[config.mk]
export PLATFORM = sky130hd
export DESIGN_NAME = frame_tx
export DESIGN_NICKNAME = d
export VERILOG_FILES = /design/src/rtl/frame_tx_pkg.sv /design/src/rtl/frame_tx_parity.sv /design/src/rtl/frame_tx_build.sv /design/src/rtl/frame_tx_shift.sv /design/src/rtl/frame_tx.sv
export SDC_FILE = /design/constraint.sdc
export NUM_CORES = 1
export LEC_CHECK = 0
export ABC_AREA = 1
export BUFFER_PORTS_ARGS = -buffer_cell sky130_fd_sc_hd__buf_2
export CAP_MARGIN = 5
export CORE_ASPECT_RATIO = 0.8
export CORE_MARGIN = 4
export CORE_UTILIZATION = 57
export CTS_CLUSTER_SIZE = 8
export DETAILED_ROUTE_END_ITERATION = 8
export PLACE_DENSITY = 0.88
export SLEW_MARGIN = 0
export SYNTH_ARGS = -nofsm -noshare
export SYNTH_HDL_FRONTEND = slang
export SYNTH_SLANG_ARGS = --single-unit
[constraint.sdc]
create_clock -name clk -period 3.8 [get_ports clk]
set_input_delay 0.38 -clock clk [delete_from_list [all_inputs] [get_ports clk]]
set_output_delay 0.38 -clock clk [all_outputs]
set_load 0.005 [all_outputs]
[src/rtl/frame_tx_pkg.sv]
package frame_tx_pkg;

   // Decoded frame-format code
   typedef struct packed {
      logic wide;      // 1: full data width, 0: one bit fewer
      logic par_en;    // parity bit after data
      logic two_stop;  // 1: two stop bits
   } fmt_t;

   function automatic fmt_t decode_fmt(input logic [2:0] code);
      fmt_t f;
      f.wide     = code[2];
      f.par_en   = code[1];
      f.two_stop = code[0];
      return f;
   endfunction

endpackage

[src/rtl/frame_tx_parity.sv]
module frame_tx_parity #(
   parameter int W     = 8,
   parameter bit CHAIN = 1'b0   // 0: reduction tree, 1: ripple chain
) (
   input  logic [W-1:0] bits,
   input  logic [W-1:0] mask,
   input  logic         odd,
   output logic         par
);

   logic [W-1:0] sel;
   assign sel = bits & mask;

   generate
      if (CHAIN) begin : g_chain
         logic [W:0] acc;
         assign acc[0] = odd;
         for (genvar i = 0; i < W; i++) begin : g_stage
            assign acc[i+1] = acc[i] ^ sel[i];
         end
         assign par = acc[W];
      end else begin : g_tree
         assign par = odd ^ (^sel);
      end
   endgenerate

endmodule

[src/rtl/frame_tx_build.sv]
module frame_tx_build
   import frame_tx_pkg::*;
#(
   parameter int DATA_W    = 8,
   parameter bit PAR_CHAIN = 1'b0,
   parameter int FRAME_W   = DATA_W + 4,
   parameter int LEN_W     = $clog2(FRAME_W + 1)
) (
   input  logic [DATA_W-1:0]  data,
   input  fmt_t               fmt,
   input  logic               mp_en,
   input  logic               mp_flag,
   input  logic               par_odd,
   output logic [FRAME_W-1:0] frame,
   output logic [LEN_W-1:0]   len
);

   logic [LEN_W-1:0]  dw;
   logic [LEN_W-1:0]  xpos;
   logic              xen;
   logic              xval;
   logic              par;
   logic [DATA_W-1:0] mask;

   assign dw   = fmt.wide ? LEN_W'(DATA_W) : LEN_W'(DATA_W - 1);
   assign xen  = mp_en | fmt.par_en;
   assign xpos = dw + LEN_W'(1);

   // Only the data bits that go on the line enter the parity
   generate
      for (genvar i = 0; i < DATA_W; i++) begin : g_mask
         if (i < DATA_W - 1) begin : g_low
            assign mask[i] = 1'b1;
         end else begin : g_top
            assign mask[i] = fmt.wide;
         end
      end
   endgenerate

   frame_tx_parity #(
      .W     (DATA_W),
      .CHAIN (PAR_CHAIN)
   ) u_par (
      .bits (data),
      .mask (mask),
      .odd  (par_odd),
      .par  (par)
   );

   // Flag replaces parity in multiprocessor mode
   assign xval = mp_en ? mp_flag : par;

   // Position 0 is the start bit; everything past the extra bit is stop/idle
   assign frame[0] = 1'b0;
   generate
      for (genvar j = 1; j < FRAME_W; j++) begin : g_pos
         if (j <= DATA_W) begin : g_data
            assign frame[j] = (LEN_W'(j) <= dw) ? data[j-1]
                            : ((xen && (LEN_W'(j) == xpos)) ? xval : 1'b1);
         end else begin : g_tail
            assign frame[j] = (xen && (LEN_W'(j) == xpos)) ? xval : 1'b1;
         end
      end
   endgenerate

   assign len = LEN_W'(2) + dw + LEN_W'(xen) + LEN_W'(fmt.two_stop);

endmodule

[src/rtl/frame_tx_shift.sv]
module frame_tx_shift #(
   parameter int FRAME_W = 12,
   parameter int LEN_W   = $clog2(FRAME_W + 1)
) (
   input  logic               clk,
   input  logic               rst_n,
   input  logic               load_req,
   input  logic               bit_tick,
   input  logic [FRAME_W-1:0] frame_in,
   input  logic [LEN_W-1:0]   len_in,
   output logic               txd,
   output logic               busy
);

   logic [FRAME_W-1:0] sh_q;
   logic [LEN_W-1:0]   cnt_q;
   logic               busy_q;
   logic               txd_q;
   logic               accept;

   assign accept = load_req & ~busy_q;

   always_ff @(posedge clk) begin
      if (!rst_n) begin
         sh_q   <= '1;
         cnt_q  <= '0;
         busy_q <= 1'b0;
         txd_q  <= 1'b1;
      end else if (accept) begin
         sh_q   <= frame_in;
         cnt_q  <= len_in;
         busy_q <= 1'b1;
      end else if (busy_q && bit_tick) begin
         if (cnt_q != '0) begin
            txd_q <= sh_q[0];
            sh_q  <= {1'b1, sh_q[FRAME_W-1:1]};
            cnt_q <= cnt_q - LEN_W'(1);
         end else begin
            busy_q <= 1'b0;
         end
      end
   end

   assign txd  = txd_q;
   assign busy = busy_q;

   AST_LOAD_SETS_BUSY: assert property (@(posedge clk) disable iff (!rst_n)
      (load_req && !busy_q) |=> busy_q);
   AST_DRAIN_CLEARS_BUSY: assert property (@(posedge clk) disable iff (!rst_n)
      (busy_q && bit_tick && cnt_q == '0) |=> !busy_q);
   AST_BUSY_IGNORES_LOAD: assert property (@(posedge clk) disable iff (!rst_n)
      (busy_q && !bit_tick) |=> ($stable(sh_q) && $stable(cnt_q)));
   AST_LINE_ON_TICK: assert property (@(posedge clk) disable iff (!rst_n)
      !bit_tick |=> $stable(txd_q));
   AST_IDLE_HIGH: assert property (@(posedge clk) disable iff (!rst_n)
      !busy_q |-> txd_q);
   AST_STOP_BEFORE_IDLE: assert property (@(posedge clk) disable iff (!rst_n)
      $fell(busy_q) |-> txd_q);

endmodule

[src/rtl/frame_tx.sv]
module frame_tx
   import frame_tx_pkg::*;
#(
   parameter int DATA_W    = 8,
   parameter bit PAR_CHAIN = 1'b0
) (
   input  logic              clk,
   input  logic              rst_n,
   input  logic              load,
   input  logic [DATA_W-1:0] load_data,
   input  logic [2:0]        fmt_sel,
   input  logic              mp_en,
   input  logic              mp_flag,
   input  logic              par_odd,
   input  logic              bit_tick,
   output logic              txd,
   output logic              busy,
   output logic              tx_empty
);

   localparam int FRAME_W = DATA_W + 4;
   localparam int LEN_W   = $clog2(FRAME_W + 1);

   generate
      if (DATA_W < 2 || DATA_W > 16) begin : g_bad_width
         $error("frame_tx: DATA_W must lie in 2..16");
      end
   endgenerate

   fmt_t               fmt;
   logic [FRAME_W-1:0] frame;
   logic [LEN_W-1:0]   len;

   assign fmt = decode_fmt(fmt_sel);

   frame_tx_build #(
      .DATA_W    (DATA_W),
      .PAR_CHAIN (PAR_CHAIN),
      .FRAME_W   (FRAME_W),
      .LEN_W     (LEN_W)
   ) u_build (
      .data    (load_data),
      .fmt     (fmt),
      .mp_en   (mp_en),
      .mp_flag (mp_flag),
      .par_odd (par_odd),
      .frame   (frame),
      .len     (len)
   );

   frame_tx_shift #(
      .FRAME_W (FRAME_W),
      .LEN_W   (LEN_W)
   ) u_shift (
      .clk      (clk),
      .rst_n    (rst_n),
      .load_req (load),
      .bit_tick (bit_tick),
      .frame_in (frame),
      .len_in   (len),
      .txd      (txd),
      .busy     (busy)
   );

   assign tx_empty = ~busy;

endmodule

==> results of run 1 <==
## worst register-to-register path: cells and delay by family, from the launching register on
family,cells,cell delay (ns)
AND/OR/NAND/NOR,4,0.38
buffers and inverters,3,0.26
flip-flops,1,0.32
adder cells (fa/ha/maj),1,0.24
AO/OA/AOI/OAI,2,0.38
## cells in the mapped netlist
| library cell | n | area (um2) |
|---|---|---|
| nand2_1 | 43 | 161 |
| inv_1 | 20 | 75.1 |
| nand3_1 | 17 | 85.1 |
| dfxtp_1 | 16 | 320 |
| nor2_1 | 11 | 41.3 |
| o211ai_1 | 5 | 37.5 |
| a21oi_1 | 3 | 15.0 |
| o21ai_0 | 3 | 15.0 |
| a211oi_1 | 2 | 15.0 |
| a211oi_2 | 2 | 25.0 |
| ha_1 | 2 | 25.0 |
| inv_2 | 2 | 7.51 |
| inv_4 | 2 | 12.5 |
| nand2_2 | 2 | 12.5 |
| nor2_4 | 2 | 22.5 |
| o311ai_1 | 2 | 17.5 |
| xnor2_1 | 2 | 17.5 |
| a221o_1 | 1 | 10.0 |
| a31oi_1 | 1 | 6.26 |
| buf_2 | 1 | 5.00 |
| buf_6 | 1 | 11.3 |
| clkbuf_1 | 1 | 3.75 |
| fa_1 | 1 | 20.0 |
| inv_8 | 1 | 11.3 |
| nand2_8 | 1 | 20.0 |
| nor2_2 | 1 | 6.26 |
| o31ai_1 | 1 | 7.51 |
| or3_1 | 1 | 6.26 |
## flip-flops by register name, indices dropped and copies added (netlist names)
| signal | flops |
|---|---|
| u_shift.cnt_q | 4 |
| u_shift.txd | 1 |
| u_shift.busy | 1 |
| u_shift.sh_q | 10 |
## power by group through the flow
stage          Sequential, mW  Clock (mW)  Combinational, mW
2_1_floorplan           0.198           0             0.0953
3_3_place_gp            0.199           0              0.119
3_5_place_dp            0.200           0              0.126
4_1_cts                 0.196       0.113              0.128
5_1_grt                 0.199       0.120              0.144
6_report                0.197       0.112              0.129
## layer usage
layer	vias up	track usage
met5	-	0
met3	5	0.0525
met4	0	0.0340
met2	31	0.401
li1	522	-
met1	431	0.236
## layout make-up
cell class	instances	area, um2	area share
repair buffers	20	100	0.0865
clock buffers	4	36.3	0.0314
well taps	22	27.5	0.0238
multi-input cells	103	567	0.490
flip-flops and latches	16	320	0.277
inverters	25	106	0.0919
## cell families (layout without fill, tap and decap cells)
family / after synthesis / count (layout)
flip-flops: 16 / 16
AND/OR/NAND/NOR: 78 / 78
XOR/XNOR: 2 / 2
AO/OA/AOI/OAI: 20 / 20
adder cells (fa/ha/maj): 3 / 3
buffers and inverters: 28 / 49
## how the worst max path moves through the flow
stage | to | slack (ns)
final | u_shift.cnt_q[0] | 2.12
after global routing | u_shift.cnt_q[0] | 1.98
after CTS | u_shift.cnt_q[0] | 2.12
after detailed placement | u_shift.cnt_q[1] | 2.12
after global placement | u_shift.cnt_q[1] | 2.20
after floorplan | u_shift.cnt_q[1] | 2.32
==> tab_implementation.tex, run 1 <==
\begin{tabular}{lr}
\hline
Metric & Value \\
\hline
\multicolumn{2}{l}{\textbf{Pwr}} \\
Peak ir drop on the vdd network & 0.000305 V \\
Register share of total power & 0.450 \\
Power per Cell Area & 378 mW/mm2 \\
Clock power frac & 0.255 \\
Switching part of the total power & 0.329 \\
Overall Power & 437 uW \\
Cell Int Power & 293 uW \\
Leakage power figure & 0.600 nW \\
Power share of the combinational group & 0.295 \\
Psw & 144 uW \\
\multicolumn{2}{l}{\textbf{Synthesis}} \\
Unique cell type count in the Yosys netlist & 28 \\
Mux contribution to synthesized area & 0 \\
Adder-cell share of the synthesized area & 0.0444 \\
Number of standard cells after synthesis & 147 \\
Netlist area before placement & 0.00101 mm2 \\
Flip-flop and latch count after synthesis & 16 \\
Post-Synth Simple-Gate Area & 0.351 \\
Xor/xnor share of the synthesized area & 0.0173 \\
Share of synthesized area occupied by flip-flops and latches & 0.316 \\
Combinational family with the most area after synthesis & simple AND/OR/NAND/NOR gates \\
Ys Warns & 0 \\
Net count after synthesis & 168 \\
Avg Inst Size Synth & 6.89 um2 \\
Compound-Gate Fraction of Synth Area & 0.147 \\
\multicolumn{2}{l}{\textbf{Routing}} \\
Drt drc & 0 \\
Average vias per placed instance & 5.21 \\
Number of nets with antenna violations after routing & 0 \\
Via Count & 989 \\
Metal3 WL & 122 um \\
Met2 wire len & 1180 um \\
Starting DRT DRC Count & 34 \\
Top routing layer in use & met4 \\
Wire per inst & 12.4 um \\
Number of iterations in the first detailed-routing pass & 4 \\
DRT Wirelength & 2350 um \\
Met1 Routed Length & 1000 um \\
\multicolumn{2}{l}{\textbf{Layout}} \\
FILL cells & 136 \\
Share of final-layout standard cells stronger than drive strength 1 & 0.220 \\
Finished layout cell area & 0.00116 mm2 \\
Core Util, Final & 0.698 \\
Top library cells by usage in the layout, fill and taps aside & 43 x nand2\_1, 20 x inv\_1, 20 x buf\_2, 17 x nand3\_1, 16 x dfxtp\_1 \\
Final net count & 190 \\
Final Non-Filler Cells & 190 \\
Antenna Diode Count & 0 \\
Most common library cell in the layout ignoring fill and taps & nand2\_1 \\
Synth-to-Final Area Change & 14.2\% \\
\multicolumn{2}{l}{\textbf{Global route}} \\
Number of global-route vias before repair & 926 \\
Global-route wire length before repair & 3840 um \\
Antenna violations before repair & 0 \\
Congestion Overflow GR & 0 \\
Overall routing resource usage & 0.210 \\
Pin count of the biggest net entering global routing & 19 \\
\multicolumn{2}{l}{\textbf{Worst setup path}} \\
End of the worst register-to-register path & u\_shift.cnt\_q[0] \\
Critical path capture point type & flip-flop \\
CP startpoint & u\_shift.cnt\_q[0] \\
Critical path peak fanout & 16 \\
Critical path type & flip-flop to flip-flop \\
Kind of cell with the highest combined delay on the critical path & simple AND/OR/NAND/NOR gates \\
Levels on crit path & 10 \\
CP max stage delay & 0.32 ns \\
CP Launch Type & flip-flop \\
R2R Path Start & u\_shift.cnt\_q[0] \\
Most repeated library cell on the critical path & inv\_4 \\
Worst path cell trace & inv\_1 > ha\_1 > nand2\_2 > nor2\_2 > nor2\_4 > inv\_4 > nand2\_8 > inv\_4 > a211oi\_1 > a211oi\_2 \\
Endpoint arrival time on the critical path & 1.84 ns \\
Cell depth of the worst flop-to-flop path & 10 \\
Number of buffer and inverter stages on the critical path & 3 \\
Critical path required time & 3.96 ns \\
Worst reg-to-reg setup slack & 2.12 ns \\
Worst-path cell with the longest stage delay & dfxtp\_1 \\
\multicolumn{2}{l}{\textbf{Clock tree}} \\
Clock-pin slew on the worst setup and hold paths & 0.10 ns \\
Resized Gates After CTS & 0 \\
Number of setup buffers added after CTS & 0 \\
Total clock sinks & 16 \\
Later-pin clock latency in the skew report & 0.28 ns \\
Clock tree from TritonCTS & done \\
Clock Root Buffer & clkbuf\_4 \\
Level count of the clock H-tree & 1 \\
Number of buffers created by CTS & 3 \\
Buffers from clock root to sink, at most & 2 \\
Post-CTS Hold Buffers & 0 \\
\multicolumn{2}{l}{\textbf{Floorplanning}} \\
Number of I/O pins & 21 \\
Die Ht & 45.7 um \\
Floorplan die width & 55.1 um \\
Starting Density & 0.611 \\
\# rows & 13 \\
Area of the core & 0.00166 mm2 \\
Die area & 0.00252 mm2 \\
\multicolumn{2}{l}{\textbf{STA}} \\
Final count of negative-setup-slack endpoints & 0 \\
Timing-limited maximum frequency & 0.594 GHz \\
Pins over their slew limit & 0 \\
Unrepaired setup endpoints after global routing & false \\
Worst Hold Slack & 0.364 ns \\
Share of the clock period used by the worst path & 0.443 \\
Final setup slack of the worst path & 2.12 ns \\
Tightest Pin Transition & 0.486 ns \\
Clock Skew & 0.00760 ns \\
Final critical-path required period & 1.68 ns \\
Summed negative setup slack over all endpoints & 0 ns \\
Count of endpoints failing hold in the final timing report & 0 \\
Slew HR & 0.675 \\
\multicolumn{2}{l}{\textbf{Worst hold path}} \\
Hold Crit Class & primary input to flip-flop \\
Cell depth of the worst min-delay path & 2 \\
Hold-critical path endpoint & u\_shift.sh\_q[9] \\
Worst hold start & rst\_n \\
\multicolumn{2}{l}{\textbf{Placed design}} \\
Post-Place Cells & 186 \\
Pre-CTS setup slack & 2.12 ns \\
PortBufs & 20 \\
Global placement routability congestion & 0.803 \\
Placed wire-length estimate & 1800 um \\
Instance area after placement & 0.00112 mm2 \\
\multicolumn{2}{l}{\textbf{Outcome}} \\
Run status & finished clean \\
\multicolumn{2}{l}{\textbf{Flow run}} \\
Maximum Capacitance Violations & 0 \\
\hline
\end{tabular}
No activity file was read; power rests on OpenSTA's default activity.
==> run 2: changes to the inputs <==
ABC_AREA = 0   (was 1)
CORE_UTILIZATION = 51   (was 57)
PLACE_DENSITY = 0.81   (was 0.88)
clock period = 1.7 ns   (was 3.8 ns; I/O delays follow)
==> run 2 against run 1 <==
Wire length rose by 0.34%. Combinational power grew to 2.5 times the previous value. Power grew 120%. Utilization up 2.4 points. Fmax about the same. Cell area rose by 2.4%. Via count is 7.4% lower. Sequential share of layout area decreased by 0.43 points. Global-route usage is 1.5 points lower. Worst hold slack got worse by 0.26 ns. Critical endpoint is now u_shift.sh_q[4].
==> tab_implementation.tex, run 2 <==
\begin{tabular}{lr}
\hline
Metric & Value \\
\hline
\multicolumn{2}{l}{\textbf{Pwr}} \\
Cell Int Power & 665 uW \\
Peak ir drop on the vdd network & 0.000421 V \\
Switching part of the total power & 0.305 \\
Power share of the combinational group & 0.342 \\
Clock power frac & 0.202 \\
Leakage power figure & 0.580 nW \\
Power per Cell Area & 808 mW/mm2 \\
Register share of total power & 0.456 \\
Psw & 292 uW \\
\multicolumn{2}{l}{\textbf{Synthesis}} \\
Post-Synth Simple-Gate Area & 0.256 \\
Share of synthesized area occupied by flip-flops and latches & 0.358 \\
Post-synth top area cell & dfxtp\_1 \\
Async set-or-reset flop fraction in the synthesized netlist & 0 \\
Primary flip-flop cell chosen by synthesis mapping & dfxtp\_1 \\
Share of Yosys cell area claimed by the top area cell type & 0.358 \\
Net count after synthesis & 133 \\
Cell types with the largest area share after synthesis & dfxtp\_1 36\%, nand2\_1 11\%, xnor2\_1 6.9\% \\
Unique cell type count in the Yosys netlist & 30 \\
Mux contribution to synthesized area & 0 \\
Flip-flop and latch count after synthesis & 16 \\
Combinational family with the most area after synthesis & simple AND/OR/NAND/NOR gates \\
Compound-Gate Fraction of Synth Area & 0.165 \\
Most frequently used cell type in the post-synthesis netlist & nand2\_1 \\
Adder-cell share of the synthesized area & 0.0503 \\
Xor/xnor share of the synthesized area & 0.122 \\
Most instantiated cells after synthesis & 27 x nand2\_1, 16 x dfxtp\_1, 9 x nor2\_1 \\
Avg Inst Size Synth & 7.99 um2 \\
Count of flip-flops with a built-in enable after synthesis & 0 \\
Ys Warns & 0 \\
Number of standard cells after synthesis & 112 \\
Netlist area before placement & 895 um2 \\
\multicolumn{2}{l}{\textbf{Worst hold path}} \\
Hold Crit Class & primary input to flip-flop \\
Cell depth of the worst min-delay path & 2 \\
\multicolumn{2}{l}{\textbf{STA}} \\
Slew HR & 0.725 \\
Share of the clock period used by the worst path & 0.991 \\
Final setup slack of the worst path & 0.0150 ns \\
Tightest Pin Transition & 0.412 ns \\
Pins over their slew limit & 0 \\
Timing-limited maximum frequency & 0.593 GHz \\
Final critical-path required period & 1.68 ns \\
Clock Skew & 0.00405 ns \\
Worst Hold Slack & 0.106 ns \\
Final count of negative-setup-slack endpoints & 0 \\
Count of endpoints failing hold in the final timing report & 0 \\
\multicolumn{2}{l}{\textbf{Clock tree}} \\
Total clock sinks & 16 \\
Post-CTS Hold Buffers & 0 \\
Clock tree from TritonCTS & done \\
Level count of the clock H-tree & 1 \\
Buffers from clock root to sink, at most & 2 \\
Later-pin clock latency in the skew report & 0.28 ns \\
Clock-pin slew on the worst setup and hold paths & 0.09 ns \\
Clock Root Buffer & clkbuf\_4 \\
Number of buffers created by CTS & 3 \\
\multicolumn{2}{l}{\textbf{Routing}} \\
Number of nets with antenna violations after routing & 0 \\
Drt drc & 0 \\
DRT Wirelength & 2360 um \\
Number of iterations in the first detailed-routing pass & 5 \\
Average vias per placed instance & 5.55 \\
Starting DRT DRC Count & 23 \\
Via Count & 916 \\
Wire per inst & 14.3 um \\
\multicolumn{2}{l}{\textbf{Layout}} \\
Share of final-layout standard cells stronger than drive strength 1 & 0.343 \\
Most common library cell in the layout ignoring fill and taps & nand2\_1 \\
Finished layout cell area & 0.00118 mm2 \\
Top flop regs & u\_shift.sh\_q: 10 flops, u\_shift.cnt\_q: 4 flops \\
Number of flip-flops in the largest register & 10 \\
Top library cells by usage in the layout, fill and taps aside & 27 x nand2\_1, 20 x buf\_2, 14 x dfxtp\_1, 11 x buf\_4, 8 x nor2\_1 \\
Final net count & 166 \\
Synth-to-Final Area Change & 32.4\% \\
Register with the highest flop count & u\_shift.sh\_q \\
Core Util, Final & 0.721 \\
Antenna Diode Count & 0 \\
\multicolumn{2}{l}{\textbf{Worst setup path}} \\
Critical path required time & 1.85 ns \\
Cell depth of the worst flop-to-flop path & 9 \\
Levels on crit path & 9 \\
Kind of cell with the highest combined delay on the critical path & simple AND/OR/NAND/NOR gates \\
Critical path capture point type & flip-flop \\
CP max stage delay & 0.34 ns \\
Worst path cell trace & inv\_2 > ha\_4 > nor3b\_4 > buf\_4 > or2\_4 > buf\_6 > nand2\_1 > and3\_1 > o21ai\_0 \\
CP Launch Type & flip-flop \\
Critical path type & flip-flop to flip-flop \\
Number of buffer and inverter stages on the critical path & 3 \\
Critical path peak fanout & 6 \\
Worst-path cell with the longest stage delay & dfxtp\_2 \\
Endpoint arrival time on the critical path & 1.84 ns \\
\multicolumn{2}{l}{\textbf{Floorplanning}} \\
Number of I/O pins & 21 \\
Starting Density & 0.545 \\
\# rows & 13 \\
Floorplan die width & 54.8 um \\
Area of the core & 0.00164 mm2 \\
Die area & 0.00249 mm2 \\
Die Ht & 45.5 um \\
\multicolumn{2}{l}{\textbf{Placed design}} \\
Instance area after placement & 0.00107 mm2 \\
Global placement routability congestion & 0.792 \\
Placed wire-length estimate & 1450 um \\
PortBufs & 20 \\
Pre-CTS setup slack & -0.248 ns \\
\multicolumn{2}{l}{\textbf{Global route}} \\
Number of global-route vias before repair & 832 \\
Met1 track demand over resource & 0.235 \\
Global Route met3 Usage & 0.0623 \\
Congestion Overflow GR & 0 \\
Antenna violations before repair & 0 \\
Overall routing resource usage & 0.195 \\
Layer carrying the most global-route usage & met2 \\
Pin count of the biggest net entering global routing & 18 \\
Fraction of met2 tracks used by global routing & 0.335 \\
Global-route wire length before repair & 3520 um \\
\multicolumn{2}{l}{\textbf{Flow run}} \\
Maximum Capacitance Violations & 0 \\
\multicolumn{2}{l}{\textbf{Outcome}} \\
Run status & finished clean \\
\hline
\end{tabular}
-- run 2: cell count changes after synthesis, sizes merged, moves of 2 or more --
cell and delta:
a211oi -4, a21boi +2, and3 +7, clkbuf +2, inv -19, nand2 -19
nand3 -14, nor2 -5, o211a +2, o211ai -4, o21ai +5, xnor2 +6
-- run 2: cell type report --
type	count	area (um2)
Inverter	6	22.5
Clock buffer	3	22.5
Sequential cell	16	323
Timing Repair Buffer	33	205
Fill cell	128	458
Multi-Input combinational cell	85	584
Tap cell	22	27.5
-- run 2: path summary, 6_finish.rpt --
check | slack, ns | start | end
max | 0.02 | u_shift.cnt_q[0] | u_shift.sh_q[4]
max reg2reg | 0.02 | u_shift.cnt_q[0] | u_shift.sh_q[4]
min reg2reg | 0.49 | u_shift.txd | u_shift.txd
min | 0.11 | bit_tick | u_shift.busy
-- run 2: per-stage QoR --
stage / cells / TNS (ns) / total power [mW]
2_1_floorplan: 112 / 0 / 0.599
6_report: 165 / 0 / 0.958
5_1_grt: 165 / -0.129 / 1.01
3_5_place_dp: 158 / -2.43 / 0.694
4_1_cts: 162 / 0 / 0.911
3_3_place_gp: 158 / -1.46 / 0.686
-- run 2: power groups by stage --
stage               logic [mW]  registers [mW]  clock network (mW)
finish                   0.328           0.436               0.193
global route             0.361           0.439               0.212
CTS                      0.280           0.433               0.198
detailed placement       0.257           0.437                   0
global placement         0.250           0.437                   0
floorplan                0.162           0.436                   0
-- run 2: cells by family (layout without fill, tap and decap cells) --
group | count (synthesis) | in the layout
buf+inv | 11 | 42
xor+xnor | 10 | 10
fa+ha+maj | 3 | 3
simple gates | 51 | 51
compound gates | 21 | 21
flops | 16 | 16
-- run 2: timing repair --
| action | CTS | global route |
|---|---|---|
| setup buffers | 1 | 3 |
| gates resized for setup | 10 | 10 |
| endpoints found under the setup margin | 14 | 12 |
| pin swaps | 4 | 6 |
-- run 2: routing by layer --
metal / up-vias / share of wire / wire length (um)
li1: 442 / - / -
met3: 10 / 0.065 / 152
met4: 0 / 0.028 / 66
met1: 423 / 0.42 / 978
met2: 41 / 0.49 / 1160
met5: - / 0 / 0
-- run 2: worst register-to-register path, stage by stage, from the launching register on --
cell and delay, ns:
dfxtp_2 0.34, inv_2 0.05, ha_4 0.16, nor3b_4 0.15, buf_4 0.14, or2_4 0.28, buf_6 0.14, nand2_1 0.05
and3_1 0.15, o21ai_0 0.09
